$ cat src/rtl/uart_frame_rx_pkg.sv
package uart_frame_rx_pkg;

    localparam int WORD_MAX = 9;
    localparam int LEN_W    = 4;
    localparam int CPB_W    = 16;
    localparam int CPB_MIN  = 4;
    localparam int LEN_MIN  = 5;

    typedef enum logic [2:0] {
        PAR_NONE  = 3'd0,
        PAR_ODD   = 3'd1,
        PAR_EVEN  = 3'd2,
        PAR_SPACE = 3'd3,
        PAR_MARK  = 3'd4
    } parity_mode_e;

    typedef enum logic [2:0] {
        ST_IDLE,
        ST_START,
        ST_DATA,
        ST_PARITY,
        ST_STOP
    } rx_state_e;

    typedef struct packed {
        logic [CPB_W-1:0] cpb;
        logic [LEN_W-1:0] nbits;
        parity_mode_e     parity;
        logic             check;
        logic             msb_first;
        logic             invert;
    } rx_cfg_t;

    // True when the received parity bit agrees with the mode.
    // data_ones_odd is the XOR of all received data bits.
    function automatic logic parity_good(parity_mode_e mode, logic pbit,
                                         logic data_ones_odd);
        case (mode)
            PAR_ODD:   return (data_ones_odd ^ pbit) == 1'b1;
            PAR_EVEN:  return (data_ones_odd ^ pbit) == 1'b0;
            PAR_SPACE: return pbit == 1'b0;
            PAR_MARK:  return pbit == 1'b1;
            default:   return 1'b1;
        endcase
    endfunction

    function automatic logic [LEN_W-1:0] clamp_len(logic [LEN_W-1:0] raw);
        if (raw < LEN_W'(LEN_MIN))  return LEN_W'(LEN_MIN);
        if (raw > LEN_W'(WORD_MAX)) return LEN_W'(WORD_MAX);
        return raw;
    endfunction

    function automatic logic [CPB_W-1:0] clamp_cpb(logic [CPB_W-1:0] raw);
        if (raw < CPB_W'(CPB_MIN)) return CPB_W'(CPB_MIN);
        return raw;
    endfunction

    function automatic parity_mode_e clamp_par(logic [2:0] raw);
        if (raw > 3'd4) return PAR_NONE;
        return parity_mode_e'(raw);
    endfunction

endpackage

$ cat src/rtl/uart_rx_frontend.sv
module uart_rx_frontend #(
    parameter int SYNC_STAGES = 2
) (
    input  logic clk,
    input  logic rst,
    input  logic line_in,
    input  logic invert,
    output logic line_n,
    output logic start_edge
);
    logic [SYNC_STAGES-1:0] sync_q;
    logic                   prev_q;

    generate
        if (SYNC_STAGES == 1) begin : g_one
            always_ff @(posedge clk) begin
                if (rst) sync_q <= '1;
                else     sync_q <= line_in;
            end
        end else begin : g_chain
            always_ff @(posedge clk) begin
                if (rst) sync_q <= '1;
                else     sync_q <= {sync_q[SYNC_STAGES-2:0], line_in};
            end
        end
    endgenerate

    assign line_n = sync_q[SYNC_STAGES-1] ^ invert;

    // prev resets to 0 so that the first cycles after reset never look
    // like a falling edge, whatever the polarity.
    always_ff @(posedge clk) begin
        if (rst) prev_q <= 1'b0;
        else     prev_q <= line_n;
    end

    assign start_edge = prev_q & ~line_n;
endmodule

$ cat src/rtl/uart_rx_timer.sv
module uart_rx_timer
    import uart_frame_rx_pkg::*;
(
    input  logic             clk,
    input  logic             rst,
    input  logic             load,
    input  logic             run,
    input  logic [CPB_W-1:0] cpb,
    output logic             tick
);
    logic [CPB_W-1:0] cnt_q;
    logic [CPB_W-1:0] half_m1;

    // The first sample lands (cpb-1)/2 cycles after the edge cycle.
    // Loading happens in the edge cycle, so the count starts one lower.
    assign half_m1 = ((cpb - CPB_W'(1)) >> 1) - CPB_W'(1);
    assign tick    = run && (cnt_q == '0);

    always_ff @(posedge clk) begin
        if (rst)       cnt_q <= '0;
        else if (load) cnt_q <= half_m1;
        else if (run) begin
            if (cnt_q == '0) cnt_q <= cpb - CPB_W'(1);
            else             cnt_q <= cnt_q - CPB_W'(1);
        end
    end
endmodule

$ cat src/rtl/uart_rx_shift.sv
module uart_rx_shift
    import uart_frame_rx_pkg::*;
(
    input  logic [WORD_MAX-1:0] word_in,
    input  logic                bit_in,
    input  logic [LEN_W-1:0]    nbits,
    input  logic                msb_first,
    output logic [WORD_MAX-1:0] word_out
);
    logic [WORD_MAX-1:0] mask;
    logic [WORD_MAX-1:0] lsb_word;
    logic [WORD_MAX-1:0] msb_word;

    always_comb begin
        lsb_word = word_in >> 1;
        for (int i = 0; i < WORD_MAX; i++) begin
            mask[i] = (i < int'(nbits));
            if (i == int'(nbits) - 1) lsb_word[i] = bit_in;
        end
        msb_word = {word_in[WORD_MAX-2:0], bit_in} & mask;
        word_out = msb_first ? msb_word : (lsb_word & mask);
    end
endmodule

$ cat src/rtl/uart_frame_rx.sv
module uart_frame_rx
    import uart_frame_rx_pkg::*;
(
    input  logic                 clk,
    input  logic                 rst,
    input  logic                 rx_line,
    input  logic [CPB_W-1:0]     cfg_clks_per_bit,
    input  logic [LEN_W-1:0]     cfg_word_len,
    input  logic [2:0]           cfg_parity,
    input  logic                 cfg_parity_check,
    input  logic                 cfg_msb_first,
    input  logic                 cfg_invert,
    output logic [WORD_MAX-1:0]  data_out,
    output logic                 data_valid,
    output logic                 frame_err,
    output logic                 parity_err
);
    rx_state_e           state;
    rx_cfg_t             cfg_q;
    logic [LEN_W-1:0]    bit_idx;
    logic [WORD_MAX-1:0] word_q;
    logic [WORD_MAX-1:0] word_nxt;
    logic                ones_odd;
    logic                line_n;
    logic                start_edge;
    logic                tick;

    uart_rx_frontend #(.SYNC_STAGES(2)) u_front (
        .clk        (clk),
        .rst        (rst),
        .line_in    (rx_line),
        .invert     (cfg_q.invert),
        .line_n     (line_n),
        .start_edge (start_edge)
    );

    uart_rx_timer u_timer (
        .clk  (clk),
        .rst  (rst),
        .load (state == ST_IDLE && start_edge),
        .run  (state != ST_IDLE),
        .cpb  (cfg_q.cpb),
        .tick (tick)
    );

    uart_rx_shift u_shift (
        .word_in   (word_q),
        .bit_in    (line_n),
        .nbits     (cfg_q.nbits),
        .msb_first (cfg_q.msb_first),
        .word_out  (word_nxt)
    );

    always_ff @(posedge clk) begin
        if (rst) begin
            state      <= ST_IDLE;
            cfg_q      <= '{cpb: CPB_W'(CPB_MIN), nbits: LEN_W'(8), parity: PAR_NONE,
                            check: 1'b0, msb_first: 1'b0, invert: 1'b0};
            bit_idx    <= '0;
            word_q     <= '0;
            ones_odd   <= 1'b0;
            data_out   <= '0;
            data_valid <= 1'b0;
            frame_err  <= 1'b0;
            parity_err <= 1'b0;
        end else begin
            data_valid <= 1'b0;
            frame_err  <= 1'b0;
            parity_err <= 1'b0;
            case (state)
                ST_IDLE: begin
                    cfg_q.cpb       <= clamp_cpb(cfg_clks_per_bit);
                    cfg_q.nbits     <= clamp_len(cfg_word_len);
                    cfg_q.parity    <= clamp_par(cfg_parity);
                    cfg_q.check     <= cfg_parity_check;
                    cfg_q.msb_first <= cfg_msb_first;
                    cfg_q.invert    <= cfg_invert;
                    if (start_edge) state <= ST_START;
                end
                ST_START: if (tick) begin
                    if (line_n) begin
                        frame_err <= 1'b1;
                        state     <= ST_IDLE;
                    end else begin
                        bit_idx  <= '0;
                        word_q   <= '0;
                        ones_odd <= 1'b0;
                        state    <= ST_DATA;
                    end
                end
                ST_DATA: if (tick) begin
                    word_q   <= word_nxt;
                    ones_odd <= ones_odd ^ line_n;
                    if (bit_idx == cfg_q.nbits - LEN_W'(1)) begin
                        data_out   <= word_nxt;
                        data_valid <= 1'b1;
                        state      <= (cfg_q.parity == PAR_NONE) ? ST_STOP : ST_PARITY;
                    end else begin
                        bit_idx <= bit_idx + LEN_W'(1);
                    end
                end
                ST_PARITY: if (tick) begin
                    if (cfg_q.check && !parity_good(cfg_q.parity, line_n, ones_odd))
                        parity_err <= 1'b1;
                    state <= ST_STOP;
                end
                ST_STOP: if (tick) begin
                    if (!line_n) frame_err <= 1'b1;
                    state <= ST_IDLE;
                end
                default: state <= ST_IDLE;
            endcase
        end
    end
endmodule

$ cat config.mk
export PLATFORM = sky130hd
export DESIGN_NAME = uart_frame_rx
export DESIGN_NICKNAME = d
export VERILOG_FILES = /design/src/rtl/uart_frame_rx_pkg.sv /design/src/rtl/uart_rx_frontend.sv /design/src/rtl/uart_rx_timer.sv /design/src/rtl/uart_rx_shift.sv /design/src/rtl/uart_frame_rx.sv
export SDC_FILE = /design/constraint.sdc
export NUM_CORES = 1
export LEC_CHECK = 0
export ABC_AREA = 1
export BUFFER_PORTS_ARGS = -buffer_cell sky130_fd_sc_hd__buf_4
export CORE_UTILIZATION = 35
export DETAILED_ROUTE_END_ITERATION = 10
export HOLD_SLACK_MARGIN = 0.05
export PLACE_DENSITY = 0.58
export SYNTH_ARGS = -nofsm -noshare
export SYNTH_HDL_FRONTEND = slang
export SYNTH_SLANG_ARGS = --single-unit
$ cat constraint.sdc
create_clock -name clk -period 3.1 [get_ports clk]
set_input_delay 0.93 -clock clk [delete_from_list [all_inputs] [get_ports clk]]
set_output_delay 0.93 -clock clk [all_outputs]
set_load 0.01 [all_outputs]
==> results of run 1 <==
## cells in the mapped netlist, drive strengths merged
master   number
nor2        116
o21bai        1
o2111a        1
a21boi        1
a21oi        58
o21a          1
nor4          3
nand2       174
o22ai         7
a41oi         1
a211oi       15
or2           4
nand3b        2
a31oi         4
o31ai         3
nand4        16
nor3          9
xor2         12
ha           11
xnor2         4
inv          83
buf           4
o211ai        4
clkbuf       16
o2111ai       1
dfxtp        74
nand3        60
clkinv        1
o211a         1
and3          1
o21ai        42
o221ai        1
## cell type report
cell class | instances | area (um2) | share of cell area [%]
inverter | 84 | 317 | 5.75
timing repair buffer | 42 | 315 | 5.73
clock inverter | 5 | 53.8 | 0.977
tap | 176 | 220 | 4.00
clock buffer | 11 | 243 | 4.41
sequential | 74 | 1480 | 26.9
multi-input combinational | 553 | 2880 | 52.2
## kinds of logic (layout without fill, tap and decap cells)
| logic type | Yosys count | in the layout | synth area share (%) |
|---|---|---|---|
| adders and majority gates | 11 | 11 | 2.88 |
| and+or+nand+nor | 385 | 385 | 37.4 |
| buffers and inverters | 104 | 142 | 8.70 |
| AOI/OAI and AO/OA | 141 | 141 | 16.9 |
| xor gates and xnor gates | 16 | 16 | 3.09 |
| DFF | 74 | 74 | 31.0 |
## per-layer routing
metal,GRT usage (%),up-vias
met5,0,-
met4,7.83,0
met3,2.08,17
met2,27.1,119
met1,27.4,2142
li1,-,2484
## sequential cells by signal, summed over array words and instances (netlist names)
register	cells
u_front.prev_q	1
cfg_q	26
u_front.sync_q	2
data_out	9
data_valid	1
parity_err	1
word_q	9
frame_err	1
state	3
bit_idx	4
u_timer.cnt_q	16
ones_odd	1
## report_power, final
part | total (mW) | internal [mW] | switching [mW]
combinational | 3.28 | 1.03 | 2.24
clock | 1.05 | 0.643 | 0.408
sequential | 1.44 | 1.19 | 0.247
## placed cells by master, fill, tap and decap left out, types with 5 or more instances in the layout
cell type  instances
a211oi_1          15
a21oi_1           57
buf_4             42
clkbuf_16          9
dfxtp_1           74
ha_1              11
inv_1             74
inv_2              9
nand2_1          160
nand2_2           10
nand3_1           56
nand4_1           16
nor2_1            96
nor2_2            10
nor2_4            10
nor3_1             8
o21ai_0           37
o21ai_1            5
o22ai_1            7
xor2_1            11
## stage by stage
stage | hold slack, ns | total power, mW | std cells
2_1_floorplan | 0.389 | 3.97 | 731
3_3_place_gp | 0.394 | 4.62 | 929
3_5_place_dp | 0.399 | 4.67 | 929
4_1_cts | 0.417 | 5.74 | 945
5_1_grt | 0.446 | 6.28 | 945
6_report | 0.413 | 5.76 | 945
## worst max-delay path: cells and delay by family (launching register included)
kind / cells / cell delay, ns
simple gates: 7 / 0.82
flops: 1 / 0.34
buf+inv: 2 / 0.18
compound gates: 1 / 0.07
xor+xnor: 1 / 0.34
fa+ha+maj: 2 / 0.57
## final timing paths
kind | to | slack [ns] | depth (start not counted)
setup / recovery | u_timer.cnt_q[14]$_SDFFE_PP0P_ | 0.62 | 13
setup reg to reg | u_timer.cnt_q[14]$_SDFFE_PP0P_ | 0.62 | 13
hold reg to reg | u_front.sync_q[1]$_SDFF_PP1_ | 0.41 | 1
hold / removal | u_front.sync_q[1]$_SDFF_PP1_ | 0.41 | 1
==> impl_metrics.json, run 1 <==
{
  "path_common_cell": "nor2_1",
  "grt_max_degree": 53,
  "top_layer": "met4",
  "tns_ns": 0,
  "outcome": "finished, final reports clean",
  "clk_pin_slew_ns": 0.06,
  "path_max_fanout": 7,
  "synth.top_cell.area_share_pct": 31.0,
  "final_hold_viol_count": 0,
  "antenna_left": 0,
  "drt_iter0_markers": 266,
  "post-route-worst-setup-slack_ns": 0.616,
  "critPathRequiredTime_ns": 3.29,
  "antenna_found_initial": 0,
  "crit_start": "cfg_q[10]$_SDFFE_PP0P_",
  "clk_path_buf_depth": 2,
  "die_area_um2": 14100,
  "syn2layout_area_growth_pct": 15.4,
  "clock-root-buffer": "clkbuf_16",
  "grt_pass1_vias": 4330,
  "slowest_stage": "dfxtp_1",
  "dr_total_vias": 4762,
  "max_freq_ghz": 0.403,
  "htreeDepth": 3,
  "ys_seq_elements": 74,
  "synth_top_area_cell": "dfxtp_1",
  "route.detailed.drc": 0,
  "cts_resized": 0,
  "yosys.cell_types.count": 44,
  "max_stage_delay_ns": 0.34,
  "power_density_nw_per_um2": 1050,
  "slew_headroom_pct": 42.6,
  "dr_wl_met3_um": 564,
  "cts_sinks": 74,
  "place_congestion": 0.908,
  "r2r-start": "cfg_q[10]$_SDFFE_PP0P_",
  "crit_arrival_ns": 2.68,
  "rsz0062_at_grt": "false",
  "maxSlewViolCount": 0,
  "hpwl_um": 9530,
  "final_nets": 804,
  "numCtsBuffers": 9,
  "synthTopCellsByArea": "dfxtp_1, nand2_1, nor2_1, a21oi_1, nand3_1",
  "synth_area_um2": 4770,
  "startpoint_type": "flip-flop",
  "fin_util_pct": 41.4,
  "wl_met2_um": 5220,
  "pre_cts_ws_ns": 0.647,
  "period_needed_ns": 2.48,
  "worstHoldPathType": "flip-flop to flip-flop",
  "initial_core_util_pct": 35.9,
  "via_per_inst": 5.04,
  "totalWireLength_um": 12600,
  "grtUsageTotal_pct": 18.6,
  "crit_type": "flip-flop to flip-flop",
  "worstPathCellList": "inv_1, ha_1, xnor2_1, ha_1, inv_1, nor2_1, nand2_1, nor2_1, nand2_1, nor2_1, nand3_1, nand3_1, a21oi_1",
  "cts_tree": "built",
  "io_buffer_count": 40,
  "syn_inst": 731,
  "routedWlPerCell_um": 13.3,
  "clk_latency_ns": 0.34,
  "io_pins": 41,
  "worstMarginPinSlew_ns": 0.856,
  "setup_viol": 0,
  "rows": 42,
  "overflow": 0,
  "cts_hold_repair.buffers": 0,
  "die_x_um": 119,
  "endpoint_kind": "flip-flop",
  "peakVddDrop_mv": 0.371,
  "placed_cell_area_um2": 5210,
  "final_area_um2": 5510,
  "syn_avg_cell_area_um2": 6.53,
  "min_period_over_period_pct": 80.1,
  "postCtsSetupBuffers": 0,
  "yosys_warnings": 0,
  "core_um2": 13300,
  "first_pass_iters": 5,
  "max_cap_viol_count": 0,
  "synth-seq-area-share_pct": 31.0,
  "min-delay-start": "u_front.sync_q[0]$_SDFF_PP1_",
  "grt_pass1_wl_um": 21100,
  "drive_above_1_share_pct": 14.7,
  "die_h_um": 119,
  "mappedNetlistNets": 771,
  "wl_met1_um": 6570,
  "skew_ns": 0.00802,
  "p_leak_nw": 2.41,
  "num_antenna_cells": 0,
  "fill_cells": 1416
}
Power figures use the tool's default switching activity.
==> inputs of run 2 (changes only) <==
==> constraint.sdc (replaced) <==
create_clock -name clk -period 2.4 [get_ports clk]
set_input_delay 0.72 -clock clk [delete_from_list [all_inputs] [get_ports clk]]
set_output_delay 0.72 -clock clk [all_outputs]
set_load 0.01 [all_outputs]
==> run 2 against run 1 <==
  * Non-clock buffer count is 8 higher
  * Critical path type unchanged
  * First-iteration DRC count is 3.0% higher
  * Core utilization is 0.69 points higher
  * Flip-flop and latch count stayed put
  * Sequential power is 28% higher
  * Cell area is 1.7% higher
  * Routed wire length is 2.8% higher
  * Critical endpoint unchanged
  * Worst setup slack worse by 0.35 ns
  * Clock-buffer cell count stayed put
==> impl_metrics.json, run 2 (synthesized netlist as in run 1, its figures left out) <==
{
  "core_um2": 13300,
  "final_cell_mix": "nand2_1, nor2_1, inv_1, dfxtp_1, a21oi_1",
  "period_needed_ns": 2.14,
  "grt_pass1_vias": 4495,
  "die_area_um2": 14100,
  "grt_max_degree": 44,
  "final_nets": 812,
  "peakVddDrop_mv": 0.457,
  "p_clk_share_pct": 18.3,
  "switching_share_pct": 49.8,
  "hpwl_um": 9970,
  "r2r-end": "u_timer.cnt_q[14]$_SDFFE_PP0P_",
  "numCtsBuffers": 9,
  "crit_arrival_ns": 2.34,
  "rrSetupSlack_ns": 0.26,
  "dr_total_vias": 4773,
  "p_leak_nw": 2.45,
  "top_register": "cfg_q",
  "setup_viol": 0,
  "place_congestion": 0.896,
  "die_x_um": 119,
  "clk_path_buf_depth": 2,
  "io_buffer_count": 40,
  "endpoint_kind": "flip-flop",
  "switchingPower_mw": 3.77,
  "slew_headroom_pct": 67.9,
  "htreeDepth": 3,
  "clock-root-buffer": "clkbuf_16",
  "worstHoldPathType": "flip-flop to flip-flop",
  "route.detailed.drc": 0,
  "drive_above_1_share_pct": 16.1,
  "drt_iter0_markers": 274,
  "initial_core_util_pct": 35.9,
  "ff_latch_area_um2": 1480,
  "reg2reg_depth": 13,
  "fin_util_pct": 42.1,
  "crit_type": "flip-flop to flip-flop",
  "critPathRequiredTime_ns": 2.60,
  "largest_reg_flops": 26,
  "max_freq_ghz": 0.468,
  "overflow": 0,
  "skew_ns": 0.00890,
  "layout_commonest_cell": "nand2_1",
  "syn2layout_area_growth_pct": 17.3,
  "io_pins": 41,
  "rsz0062_at_grt": "false",
  "totalWireLength_um": 12900,
  "clk_latency_ns": 0.34,
  "routedWlPerCell_um": 13.6,
  "min_period_over_period_pct": 89.0,
  "seqPwrFrac_pct": 24.4,
  "via_per_inst": 5.01,
  "max_cap_viol_count": 0,
  "cts_tree": "built",
  "multi_input_comb_area_um2": 2900,
  "antenna_found_initial": 0,
  "power_density_nw_per_um2": 1350,
  "finalPower_mw": 7.57,
  "startpoint_type": "flip-flop",
  "combPwrFrac_pct": 57.3,
  "rows": 42,
  "reg_top3": "cfg_q: 26 flops, u_timer.cnt_q: 16 flops",
  "crit_start": "cfg_q[10]$_SDFFE_PP0P_",
  "grtUsageTotal_pct": 19.1,
  "first_pass_iters": 5,
  "num_antenna_cells": 0,
  "cts_sinks": 74,
  "fill_cells": 1392,
  "worstMarginPinSlew_ns": 0.482,
  "internal-power_mw": 3.80,
  "clk_pin_slew_ns": 0.06,
  "die_h_um": 119,
  "outcome": "finished, final reports clean",
  "endpoint": "u_timer.cnt_q[14]$_SDFFE_PP0P_",
  "tns_ns": 0,
  "r2r-start": "cfg_q[10]$_SDFFE_PP0P_",
  "final_hold_viol_count": 0,
  "antenna_left": 0,
  "path_max_fanout": 7,
  "grt_pass1_wl_um": 21600,
  "maxSlewViolCount": 0
}
-- run 2: changes by cell type in the layout (fill, tap and decap cells not counted), sizes merged --
cell and change:
clkinv -1, clkinvlp +1, buf +8
-- run 2: layout make-up --
| class | count | area share, % |
|---|---|---|
| inverters | 84 | 5.65 |
| flip-flops and latches | 74 | 26.5 |
| clock buffers | 11 | 4.51 |
| well taps | 176 | 3.93 |
| clock inverters | 5 | 0.939 |
| multi-input cells | 553 | 51.8 |
| repair buffers | 50 | 6.71 |
-- run 2: worst min path at each step --
| stage | end | cells after the start | from | slack [ns] |
|---|---|---|---|---|
| after floorplan | u_front.sync_q[1]$_SDFF_PP1_ | 1 | u_front.sync_q[0]$_SDFF_PP1_ | 0.39 |
| after global placement | u_front.sync_q[1]$_SDFF_PP1_ | 1 | u_front.sync_q[0]$_SDFF_PP1_ | 0.39 |
| after detailed placement | u_front.sync_q[1]$_SDFF_PP1_ | 1 | u_front.sync_q[0]$_SDFF_PP1_ | 0.40 |
| after CTS | u_front.sync_q[1]$_SDFF_PP1_ | 1 | u_front.sync_q[0]$_SDFF_PP1_ | 0.41 |
| after global routing | u_front.sync_q[1]$_SDFF_PP1_ | 1 | u_front.sync_q[0]$_SDFF_PP1_ | 0.43 |
| final | u_front.sync_q[1]$_SDFF_PP1_ | 1 | u_front.sync_q[0]$_SDFF_PP1_ | 0.41 |
-- run 2: routing by layer --
layer  share of wire [%]  routed length (um)  global-route usage (%)
met2                  42                5460                    27.4
met3                 3.6                 471                    2.90
met1                  53                6900                    28.7
met5                   0                   0                       0
met4                0.85                 110                    6.01
-- run 2: power by group through the flow --
stage / Clock [mW] / Combinational (mW) / Sequential [mW]
6_report: 1.38 / 4.34 / 1.85
5_1_grt: 1.47 / 4.89 / 1.89
4_1_cts: 1.41 / 4.25 / 1.84
3_5_place_dp: 0 / 4.23 / 1.86
3_3_place_gp: 0 / 4.19 / 1.86
2_1_floorplan: 0 / 3.33 / 1.80
-- run 2: per-stage QoR --
stage	instances	worst slack, ns	area, um2	hold slack (ns)
after global placement	937	0.239	5270	0.391
after detailed placement	937	0.113	5270	0.400
after global routing	953	0.00717	5600	0.427
final	953	0.263	5600	0.413
after floorplan	731	0.425	4770	0.389
after CTS	953	0.0939	5580	0.413
-- run 2: critical path, stage by stage (launching register included) --
cell	delay [ns]
dfxtp_1	0.34
inv_1	0.14
ha_4	0.22
xnor2_2	0.18
ha_1	0.23
inv_1	0.06
nor2_1	0.13
nand2_1	0.09
nor2_2	0.13
nand2_1	0.10
nor2_1	0.10
nand3_1	0.10
nand3_1	0.10
a21oi_1	0.06
-- run 2: what timing repair did --
action / CTS / global route
setup endpoints to repair: 0 / 3
hold buffers: 0 / 0
resized for setup: 0 / 4
setup buffers: 0 / 0
==> inputs of run 3 (changes only) <==
--- a/config.mk
+++ b/config.mk
@@ -5,12 +5,12 @@
 export SDC_FILE = /design/constraint.sdc
 export NUM_CORES = 1
 export LEC_CHECK = 0
-export ABC_AREA = 1
 export BUFFER_PORTS_ARGS = -buffer_cell sky130_fd_sc_hd__buf_4
+export CORE_ASPECT_RATIO = 1.75
 export CORE_UTILIZATION = 35
 export DETAILED_ROUTE_END_ITERATION = 10
 export HOLD_SLACK_MARGIN = 0.05
-export PLACE_DENSITY = 0.58
+export PLACE_DENSITY = 0.57
 export SYNTH_ARGS = -nofsm -noshare
 export SYNTH_HDL_FRONTEND = slang
 export SYNTH_SLANG_ARGS = --single-unit
==> run 3 against run 2 <==
  * Via count grew 12%
  * Worst setup slack lost 0.15 ns
  * Cell area grew 11%
  * Non-clock buffer count grew 61
  * Critical endpoint is now u_timer.cnt_q[8]$_SDFFE_PP0P_
  * Largest cell class unchanged
  * Largest power group unchanged
  * Highest routed layer unchanged
==> impl_metrics.json, run 3 <==
{
  "max_freq_ghz": 0.438,
  "antenna_left": 0,
  "clock-root-buffer": "clkbuf_16",
  "largest_reg_flops": 26,
  "peakVddDrop_mv": 0.646,
  "routedWlPerCell_um": 18.8,
  "synth_area_um2": 4930,
  "synthTopCellsByArea": "dfxtp_1, nand2_1, a21oi_1, nor2_1, o21ai_0",
  "rsz0062_at_grt": "true",
  "path_max_fanout": 5,
  "final_nets": 770,
  "rows": 57,
  "die_area_um2": 14600,
  "cts_sinks": 74,
  "core_um2": 13800,
  "outcome": "finished, final reports clean",
  "first_pass_iters": 5,
  "synth_top_area_cell": "dfxtp_1",
  "cts_tree": "built",
  "yosysMostFrequentCell": "nand2_1",
  "period_needed_ns": 2.28,
  "skew_ns": 0.00488,
  "mappedNetlistNets": 691,
  "layout_commonest_cell": "buf_4",
  "htreeDepth": 3,
  "via_per_inst": 5.86,
  "syn_inst": 651,
  "min_period_over_period_pct": 95.2,
  "crit_arrival_ns": 2.50,
  "post-route-worst-setup-slack_ns": 0.116,
  "ys_async_sr_fraction_pct": 0,
  "totalWireLength_um": 17100,
  "placed_cell_area_um2": 5850,
  "final_cell_mix": "buf_4, nand2_1, dfxtp_1, a21oi_1, nor2_1",
  "hold_slack_ns": 0.411,
  "yosys.cell_types.count": 77,
  "route.detailed.drc": 0,
  "startpoint_type": "flip-flop",
  "grt_pass1_wl_um": 27300,
  "grt_pass1_vias": 5462,
  "die_h_um": 159,
  "synth-seq-area-share_pct": 30.0,
  "top_register": "cfg_q",
  "drt_iter0_markers": 198,
  "p_leak_nw": 2.41,
  "worstHoldPathType": "flip-flop to flip-flop",
  "num_antenna_cells": 0,
  "io_pins": 41,
  "drive_above_1_share_pct": 22.6,
  "synth.top_cell.area_share_pct": 30.0,
  "ys_seq_elements": 74,
  "hpwl_um": 13300,
  "numCtsBuffers": 9,
  "pre_cts_ws_ns": 0.0656,
  "worstMarginPinSlew_ns": 0.691,
  "overflow": 0,
  "clk_path_buf_depth": 2,
  "maxSlewViolCount": 0,
  "yosys_warnings": 0,
  "min_to": "u_front.sync_q[1]$_SDFF_PP1_",
  "place_congestion": 0.937,
  "crit_type": "flip-flop to flip-flop",
  "slew_headroom_pct": 53.9,
  "rrSetupSlack_ns": 0.12,
  "io_buffer_count": 40,
  "yosys-top-cells-count": "nand2_1, dfxtp_1, a21oi_1",
  "r2r-start": "cfg_q[11]$_SDFFE_PP0P_",
  "hold_depth": 1,
  "finalPower_mw": 8.31,
  "antenna_found_initial": 0,
  "grt_max_degree": 26,
  "syn_avg_cell_area_um2": 7.58,
  "min-delay-start": "u_front.sync_q[0]$_SDFF_PP1_",
  "dr_total_vias": 5340,
  "synth_edf_count": 0,
  "initial_core_util_pct": 35.7,
  "grtUsageTotal_pct": 23.9,
  "power_density_nw_per_um2": 1330,
  "cts_hold_repair.buffers": 0,
  "die_x_um": 91.8,
  "reg2reg_depth": 9,
  "syn2layout_area_growth_pct": 26.5,
  "final_area_um2": 6240,
  "clk_pin_slew_ns": 0.06,
  "r2r-end": "u_timer.cnt_q[8]$_SDFFE_PP0P_",
  "clk_latency_ns": 0.34,
  "max_cap_viol_count": 0,
  "tns_ns": 0,
  "final_hold_viol_count": 0,
  "reg_top3": "cfg_q: 26 flops, u_timer.cnt_q: 16 flops",
  "critPathRequiredTime_ns": 2.61,
  "setup_viol": 0,
  "endpoint_kind": "flip-flop",
  "synth_ff_type": "dfxtp_1",
  "fill_cells": 1425
}
[run 3: changes by cell type in the layout (fill, tap and decap cells not counted), sizes merged, moves of 9 or more]
cell | previous run | this run
nand3 | 60 | 22
buf | 50 | 111
nor4 | 3 | 18
inv | 83 | 13
nor3b | 0 | 9
nor3 | 9 | 30
or3 | 0 | 9
nor2 | 116 | 46
nand2 | 174 | 92
[run 3: cell type report]
cell class	count	area [um2]	area share, %
Clock buffer	13	280	4.49
Clock inverter	3	45.0	0.722
Inverter	13	48.8	0.782
Multi-Input combinational cell	521	3330	53.4
Sequential cell	74	1480	23.7
Tap cell	177	221	3.55
Timing Repair Buffer	111	833	13.4
[run 3: how the worst max path moves through the flow]
stage / start / slack (ns) / cells past startpoint / endpoint
5_1_grt: u_timer.cnt_q[1]$_SDFFE_PP0P_ / -0.02 / 9 / data_out[1]$_SDFFE_PP0P_
3_5_place_dp: u_timer.cnt_q[1]$_SDFFE_PP0P_ / 0.07 / 9 / u_timer.cnt_q[14]$_SDFFE_PP0P_
2_1_floorplan: cfg_q[10]$_SDFFE_PP0P_ / -0.002 / 10 / u_timer.cnt_q[10]$_SDFFE_PP0P_
4_1_cts: cfg_q[10]$_SDFFE_PP0P_ / 0.04 / 8 / u_timer.cnt_q[14]$_SDFFE_PP0P_
3_3_place_gp: u_timer.cnt_q[1]$_SDFFE_PP0P_ / 0.11 / 9 / state[1]$_SDFFE_PP0P_
6_report: cfg_q[11]$_SDFFE_PP0P_ / 0.12 / 9 / u_timer.cnt_q[8]$_SDFFE_PP0P_
[run 3: power by group]
part           switching, mW  internal [mW]  leakage (nW)  total (mW)
Combinational           3.02           2.14          1.65        5.16
Clock                  0.544          0.919         0.154        1.46
Sequential             0.259           1.43         0.605        1.69
[run 3: critical path: stages, from the launching register on]
cell and delay (ns):
dfxtp_1 0.31, inv_1 0.09, ha_4 0.18, or4b_4 0.53
buf_4 0.19, nor3_1 0.21, xnor2_1 0.23, o22ai_1 0.13
a21oi_1 0.16, o221ai_1 0.12
[run 3: logic make-up after synthesis]
| family | synth area share [%] |
|---|---|
| AOI/OAI and AO/OA | 25.6 |
| xor gates and xnor gates | 4.54 |
| adders and majority gates | 2.79 |
| buffers and inverters | 4.51 |
| DFF | 30.0 |
| muxes | 0.811 |
| and+or+nand+nor | 31.7 |
[run 3: timing repair]
item / 4_1_cts / 5_1_grt
setup endpoints to repair: 0 / 21
gates resized for setup: 0 / 9
setup buffers: 0 / 2
[run 3: routing by layer]
| metal | wire, um | global-route usage [%] | up-vias |
|---|---|---|---|
| met5 | 0 | 0 | - |
| met4 | 1240 | 17.6 | 0 |
| met3 | 532 | 3.15 | 62 |
| met2 | 9590 | 47.1 | 150 |
| met1 | 5770 | 21.5 | 2556 |
| li1 | - | - | 2572 |
[run 3: metrics by stage]
| step | util (%) | cells |
|---|---|---|
| 5_1_grt | 45.1 | 912 |
| 2_1_floorplan | - | 651 |
| 4_1_cts | 44.6 | 910 |
| 3_3_place_gp | 42.3 | 894 |
| 6_report | 45.1 | 912 |
| 3_5_place_dp | 42.3 | 894 |
